$ cat config.mk
export PLATFORM = sky130hd
export DESIGN_NAME = pred_wb_seq
export DESIGN_NICKNAME = d
export VERILOG_FILES = /design/src/rtl/pred_wb_pkg.sv /design/src/rtl/pwb_cond_gen.sv /design/src/rtl/pwb_cond_test.sv /design/src/rtl/pwb_elem_gate.sv /design/src/rtl/pred_wb_seq.sv
export SDC_FILE = /design/constraint.sdc
export NUM_CORES = 1
export LEC_CHECK = 0
export ABC_CLOCK_PERIOD_IN_PS = 2310
export BUFFER_PORTS_ARGS = -buffer_cell sky130_fd_sc_hd__buf_2
export CAP_MARGIN = 20
export CORE_UTILIZATION = 35
export DETAILED_ROUTE_END_ITERATION = 7
export GPL_TIMING_DRIVEN = 0
export SYNTH_ARGS = -nofsm -noshare
export SYNTH_HDL_FRONTEND = slang
export SYNTH_SLANG_ARGS = --single-unit
$ cat constraint.sdc
create_clock -name clk -period 2.31 [get_ports clk]
set_input_delay 0.3465 -clock clk [delete_from_list [all_inputs] [get_ports clk]]
set_output_delay 0.3465 -clock clk [all_outputs]
set_load 0.005 [all_outputs]
$ cat src/rtl/pred_wb_pkg.sv
package pred_wb_pkg;

    // Condition-field bit positions (field is {lt, gt, eq, so})
    localparam int CF_LT = 3;
    localparam int CF_GT = 2;
    localparam int CF_EQ = 1;
    localparam int CF_SO = 0;

    typedef enum logic [1:0] {
        SEL_LT = 2'd0,
        SEL_GT = 2'd1,
        SEL_EQ = 2'd2,
        SEL_SO = 2'd3
    } cond_sel_e;

    typedef logic [3:0] cond_field_t;

endpackage

$ cat src/rtl/pwb_cond_gen.sv
module pwb_cond_gen
    import pred_wb_pkg::*;
#(
    parameter int XLEN = 32
) (
    input  logic [XLEN-1:0] res_i,
    input  logic            ovf_i,
    output cond_field_t     cf_o
);
    logic neg;
    logic zero;

    always_comb begin
        neg      = res_i[XLEN-1];
        zero     = (res_i == '0);
        cf_o     = '0;
        cf_o[CF_LT] = neg;
        cf_o[CF_EQ] = zero;
        cf_o[CF_GT] = !neg && !zero;
        cf_o[CF_SO] = ovf_i;
    end
endmodule

$ cat src/rtl/pwb_cond_test.sv
module pwb_cond_test
    import pred_wb_pkg::*;
(
    input  cond_field_t cf_i,
    input  logic [1:0]  sel_i,
    input  logic        pol_i,
    output logic        pass_o
);
    logic picked;

    always_comb begin
        unique case (cond_sel_e'(sel_i))
            SEL_LT:  picked = cf_i[CF_LT];
            SEL_GT:  picked = cf_i[CF_GT];
            SEL_EQ:  picked = cf_i[CF_EQ];
            default: picked = cf_i[CF_SO];
        endcase
        pass_o = (picked == pol_i);
    end
endmodule

$ cat src/rtl/pwb_elem_gate.sv
module pwb_elem_gate (
    input  logic active_i,
    input  logic rc_i,
    input  logic rc1_i,
    input  logic pass_i,
    output logic cr_en_o,
    output logic rf_en_o
);
    always_comb begin
        cr_en_o = active_i && (rc_i || rc1_i);
        rf_en_o = active_i && !rc1_i && pass_i;
    end
endmodule

$ cat src/rtl/pred_wb_seq.sv
module pred_wb_seq
    import pred_wb_pkg::*;
#(
    parameter int XLEN   = 32,
    parameter int MAX_VL = 16,
    parameter int AW     = 7,
    parameter int IW     = (MAX_VL > 1) ? $clog2(MAX_VL) : 1,
    parameter int VLW    = $clog2(MAX_VL + 1)
) (
    input  logic              clk,
    input  logic              rst_n,
    input  logic              start_i,
    input  logic [VLW-1:0]    vl_i,
    input  logic [MAX_VL-1:0] mask_i,
    input  logic              rc_i,
    input  logic              rc1_i,
    input  logic [1:0]        sel_i,
    input  logic              pol_i,
    input  logic [AW-1:0]     cr_base_i,
    input  logic [AW-1:0]     rf_base_i,
    output logic [IW-1:0]     elem_idx_o,
    output logic              elem_vld_o,
    input  logic [XLEN-1:0]   res_i,
    input  logic              ovf_i,
    output logic              cr_we_o,
    output logic [AW-1:0]     cr_addr_o,
    output logic [3:0]        cr_data_o,
    output logic              rf_we_o,
    output logic [AW-1:0]     rf_addr_o,
    output logic [XLEN-1:0]   rf_data_o,
    output logic              busy_o,
    output logic              done_o
);
    localparam logic [VLW-1:0] VL_CAP = VLW'(MAX_VL);

    typedef struct packed {
        logic              busy;
        logic [IW-1:0]     idx;
        logic [VLW-1:0]    vl;
        logic [MAX_VL-1:0] mask;
        logic              rc;
        logic              rc1;
        logic [1:0]        sel;
        logic              pol;
        logic [AW-1:0]     crb;
        logic [AW-1:0]     rfb;
        logic              cr_we;
        logic [AW-1:0]     cr_addr;
        cond_field_t       cr_data;
        logic              rf_we;
        logic [AW-1:0]     rf_addr;
        logic [XLEN-1:0]   rf_data;
        logic              done;
    } seq_state_t;

    seq_state_t s_d, s_q;

    cond_field_t cf_w;
    logic        pass_w;
    logic        active_w;
    logic        cr_en_w;
    logic        rf_en_w;
    logic        last_w;

    pwb_cond_gen #(.XLEN(XLEN)) u_cond_gen (
        .res_i (res_i),
        .ovf_i (ovf_i),
        .cf_o  (cf_w)
    );

    pwb_cond_test u_cond_test (
        .cf_i   (cf_w),
        .sel_i  (s_q.sel),
        .pol_i  (s_q.pol),
        .pass_o (pass_w)
    );

    pwb_elem_gate u_elem_gate (
        .active_i (active_w),
        .rc_i     (s_q.rc),
        .rc1_i    (s_q.rc1),
        .pass_i   (pass_w),
        .cr_en_o  (cr_en_w),
        .rf_en_o  (rf_en_w)
    );

    always_comb begin
        active_w = s_q.busy && s_q.mask[s_q.idx];
        last_w   = (VLW'(s_q.idx) + VLW'(1)) == s_q.vl;

        s_d       = s_q;
        s_d.cr_we = 1'b0;
        s_d.rf_we = 1'b0;
        s_d.done  = 1'b0;

        if (s_q.busy) begin
            s_d.cr_we   = cr_en_w;
            s_d.rf_we   = rf_en_w;
            s_d.cr_addr = s_q.crb + AW'(s_q.idx);
            s_d.rf_addr = s_q.rfb + AW'(s_q.idx);
            s_d.cr_data = cf_w;
            s_d.rf_data = res_i;
            if (last_w) begin
                s_d.busy = 1'b0;
                s_d.done = 1'b1;
                s_d.idx  = '0;
            end else begin
                s_d.idx  = s_q.idx + IW'(1);
            end
        end else if (start_i) begin
            s_d.vl   = (vl_i > VL_CAP) ? VL_CAP : vl_i;
            s_d.mask = mask_i;
            s_d.rc   = rc_i;
            s_d.rc1  = rc1_i;
            s_d.sel  = sel_i;
            s_d.pol  = pol_i;
            s_d.crb  = cr_base_i;
            s_d.rfb  = rf_base_i;
            s_d.idx  = '0;
            if (vl_i == '0) begin
                s_d.done = 1'b1;
            end else begin
                s_d.busy = 1'b1;
            end
        end
    end

    always_ff @(posedge clk or negedge rst_n) begin
        if (!rst_n) begin
            s_q <= '0;
        end else begin
            s_q <= s_d;
        end
    end

    assign elem_idx_o = s_q.idx;
    assign elem_vld_o = s_q.busy;
    assign cr_we_o    = s_q.cr_we;
    assign cr_addr_o  = s_q.cr_addr;
    assign cr_data_o  = s_q.cr_data;
    assign rf_we_o    = s_q.rf_we;
    assign rf_addr_o  = s_q.rf_addr;
    assign rf_data_o  = s_q.rf_data;
    assign busy_o     = s_q.busy;
    assign done_o     = s_q.done;

    AST_MASKED_NO_WRITE: assert property (@(posedge clk) disable iff (!rst_n)
        (s_q.busy && !s_q.mask[s_q.idx]) |=> (!cr_we_o && !rf_we_o));

    AST_CF_ONE_SIGN: assert property (@(posedge clk) disable iff (!rst_n)
        cr_we_o |-> $onehot(cr_data_o[3:1]));

    AST_CR_ON_ACTIVE: assert property (@(posedge clk) disable iff (!rst_n)
        (s_q.busy && s_q.mask[s_q.idx] && (s_q.rc || s_q.rc1)) |=> cr_we_o);

    AST_RC1_NO_RESULT: assert property (@(posedge clk) disable iff (!rst_n)
        (s_q.busy && s_q.rc1) |=> !rf_we_o);

    AST_RF_TEST_PASSED: assert property (@(posedge clk) disable iff (!rst_n)
        rf_we_o |-> (cr_data_o[3 - s_q.sel] == s_q.pol));

    AST_NO_CR_WITHOUT_RC: assert property (@(posedge clk) disable iff (!rst_n)
        (s_q.busy && !s_q.rc && !s_q.rc1) |=> !cr_we_o);

    AST_DONE_AFTER_LAST: assert property (@(posedge clk) disable iff (!rst_n)
        (s_q.busy && last_w) |=> (done_o && !busy_o));

    AST_START_IGNORED: assert property (@(posedge clk) disable iff (!rst_n)
        (s_q.busy && start_i) |=> ($stable(s_q.mask) && $stable(s_q.sel) && $stable(s_q.rfb)));

endmodule

==> results_dict.tcl <==
set metrics [dict create \
    status "completed" \
    power.total_mw 7.27 \
    hold_path.class "input port to register" \
    synth_cell_types 42 \
    period_needed_ps 2100 \
    antenna_cells 0 \
    gp_congestion 0.801 \
    syn_nets 552 \
    cp-end-kind "register" \
    drive_gt1_frac 0.424 \
    die_area_sq_um 14200 \
    leakage_nw 3.04 \
    cp-endpoint "rf_addr_o[6]$_DFFE_PN0P_" \
    reg2reg_to "rf_addr_o[6]$_DFFE_PN0P_" \
    crit_arrival_ps 2320 \
    r2r_slack_ps 210 \
    layout_commonest_cell "buf_2" \
    io_buffers 134 \
    dpl.hpwl_microns 8290 \
    fin_crit_sh 0.910 \
    highest_layer "met4" \
    regArea_sq_um 2430 \
    worstPathMaxFanout 10 \
    path_clk_slew_ps 70 \
    multiInputGateArea_sq_um 1830 \
    synth-seq-area-share 0.505 \
    wirelength_microns 10900 \
    grt_overflow_total 0 \
    firstDrtPassIters 4 \
    rows 42 \
    final_cell_mix "139 x buf_2, 123 x nand2_1, 97 x dfrtp_1" \
    met3_length_microns 591 \
    grt_pass1_wl_microns 18100 \
    insertion_delay_ps 350 \
    cts_buffer_depth 2 \
    drt_iter0_drc 111 \
    grt_max_degree 67 \
    r2r_cells 7 \
    timing.final.hold_violations 0 \
    rsz0062_at_grt "no" \
    powerDensity_nw_per_um2 1210 \
    met1_length_microns 4930 \
    worstPathRequired_ps 2530 \
    synth_warnings 0 \
    clkPwrFrac 0.201 \
    p_sw_mw 2.35 \
    grt_use_total 0.165 \
    clockRootBuffer "clkbuf_16" \
    comb_power_share 0.412 \
    start_util 0.361 \
    p_seq_frac 0.387 \
    worst-setup-path-type "register to register" \
    wl_per_cell_microns 13.8 \
    grt_pass1_vias 3688 \
    nNetsFinal 699 \
    antenna_found_initial 0 \
    vias 3586 \
    synth-edff-count 0 \
    cts_tree "done" \
    timing.fmax_mhz 476 \
    maxSlewViolCount 0 \
    htreeDepth 3 \
    fill_cells 1318 \
    postCtsResizedCells 0 \
    skew_ps 8.55 \
    r2r_start "elem_idx_o[1]$_DFFE_PN0P_" \
    p_int_mw 4.91 \
    synth_cells 465 \
    synthesis.area_sq_um 4800 \
    crit_path_start_kind "register" \
    crit_start "elem_idx_o[1]$_DFFE_PN0P_" \
    drc_errors 0 \
    worstMarginPinSlew_ps 582 \
    via_per_inst 4.53 \
    dieHeight_microns 119 \
    clkSinkCount 97 \
    max-slew-margin-rel 0.612 \
    yosys_register_bits 97 \
    hold_buffers 1 \
    fin_setup_tns_ps 0 \
    finalSetupViolCount 0 \
    die_w_microns 119 \
    numCtsBuffers 9 \
    pin_count 135 \
    synth_ff_type "dfrtp_1" \
    core_area_sq_um 13300 \
    async_flop_share 1.00 \
    syn_avg_cell_area_sq_um 10.3 \
    wl_met2_microns 5120 \
    sw_frac_of_total 0.324 \
    postCtsSetupBuffers 0 \
    ant_nets 0 \
    area_growth_pct 25.3 \
    maxCapViolCount 0 \
    ir_drop_uv 387 \
]
critical path, stage by stage, from the launching register on:
cell	delay (ps)
dfrtp_1	570
inv_1	250
fa_1	500
nor2b_1	120
o21ai_0	110
a21oi_1	200
xnor2_1	140
a21oi_1	80
metrics by stage:
step | std cells | worst slack [ps] | instance area (sq um) | utilization | hold WS [ps]
global route | 791 | 26.9 | 6020 | 0.453 | 189
global placement | 775 | -92.5 | 5700 | 0.428 | 455
CTS | 791 | 187 | 6020 | 0.453 | 174
floorplan | 465 | 520 | 4800 | - | 50.9
detailed placement | 776 | 196 | 5730 | 0.431 | 314
finish | 791 | 209 | 6020 | 0.453 | 190
final cells by class:
class / instances / area share
Sequential cell: 97 / 0.403
Multi-Input combinational cell: 282 / 0.305
Timing Repair Buffer: 136 / 0.118
Buffer: 72 / 0.0817
Clock buffer: 10 / 0.0397
Tap cell: 176 / 0.0366
Inverter: 14 / 0.00873
Clock inverter: 4 / 0.00748
cell families after synthesis:
group                      synth area share
AOI/OAI and AO/OA                    0.0638
xor gates and xnor gates             0.0255
adders and majority gates            0.0318
buffers and inverters                 0.113
DFF                                   0.505
muxes                                 0.117
and+or+nand+nor                       0.143
power groups by stage:
stage | sequential (mW) | combinational [mW] | clock [mW]
6_report | 2.81 | 3.00 | 1.46
5_1_grt | 2.91 | 3.36 | 1.58
4_1_cts | 2.82 | 3.04 | 1.52
3_5_place_dp | 2.85 | 3.03 | 0
3_3_place_gp | 2.82 | 2.95 | 0
2_1_floorplan | 2.70 | 2.22 | 0
Yosys cell counts (3+ instances only):
library cell    n  area, sq um
a31oi_1         3         18.8
clkbuf_1        8         30.0
nand3b_1        4         30.0
nand3_1         3         15.0
buf_4          57          428
nor4_1          8         50.1
inv_1          13         48.8
o31ai_1         3         22.5
ha_1            9          113
o21ai_1         4         20.0
buf_2           6         30.0
a21oi_1         7         35.0
nor2_1          9         33.8
mux2_2         43          484
o21ai_0        17         85.1
xnor2_1        10         87.6
or3_1           3         18.8
dfrtp_1        97         2430
nand2_1       123          462
nor2b_1         5         31.3
mux4_2          3         67.6
xor2_1          4         35.0
a21o_1          5         37.5
worst min-delay path by stage:
stage,from,end,depth (start not counted)
2_1_floorplan,rst_n,busy_o$_DFF_PN0_,0
3_3_place_gp,s_q[80]$_DFFE_PN0P_,s_q[80]$_DFFE_PN0P_,2
3_5_place_dp,rst_n,rf_data_o[1]$_DFFE_PN0P_,1
4_1_cts,mask_i[11],s_q[83]$_DFFE_PN0P_,3
5_1_grt,mask_i[10],s_q[82]$_DFFE_PN0P_,3
6_report,rc1_i,s_q[70]$_DFFE_PN0P_,3
sequential cells by signal, indices dropped and copies added (netlist names), 4 cells and up:
| register | cells |
|---|---|
| s_q | 40 |
| rf_data_o | 31 |
| cr_addr_o | 7 |
| rf_addr_o | 7 |
| cr_data_o | 4 |
| elem_idx_o | 4 |
layer usage:
layer / vias up / GRT usage
met5: - / 0
met4: 0 / 0.0767
met3: 20 / 0.0316
met2: 113 / 0.269
met1: 1661 / 0.212
li1: 1792 / -
No activity file was read; power rests on OpenSTA's default activity.
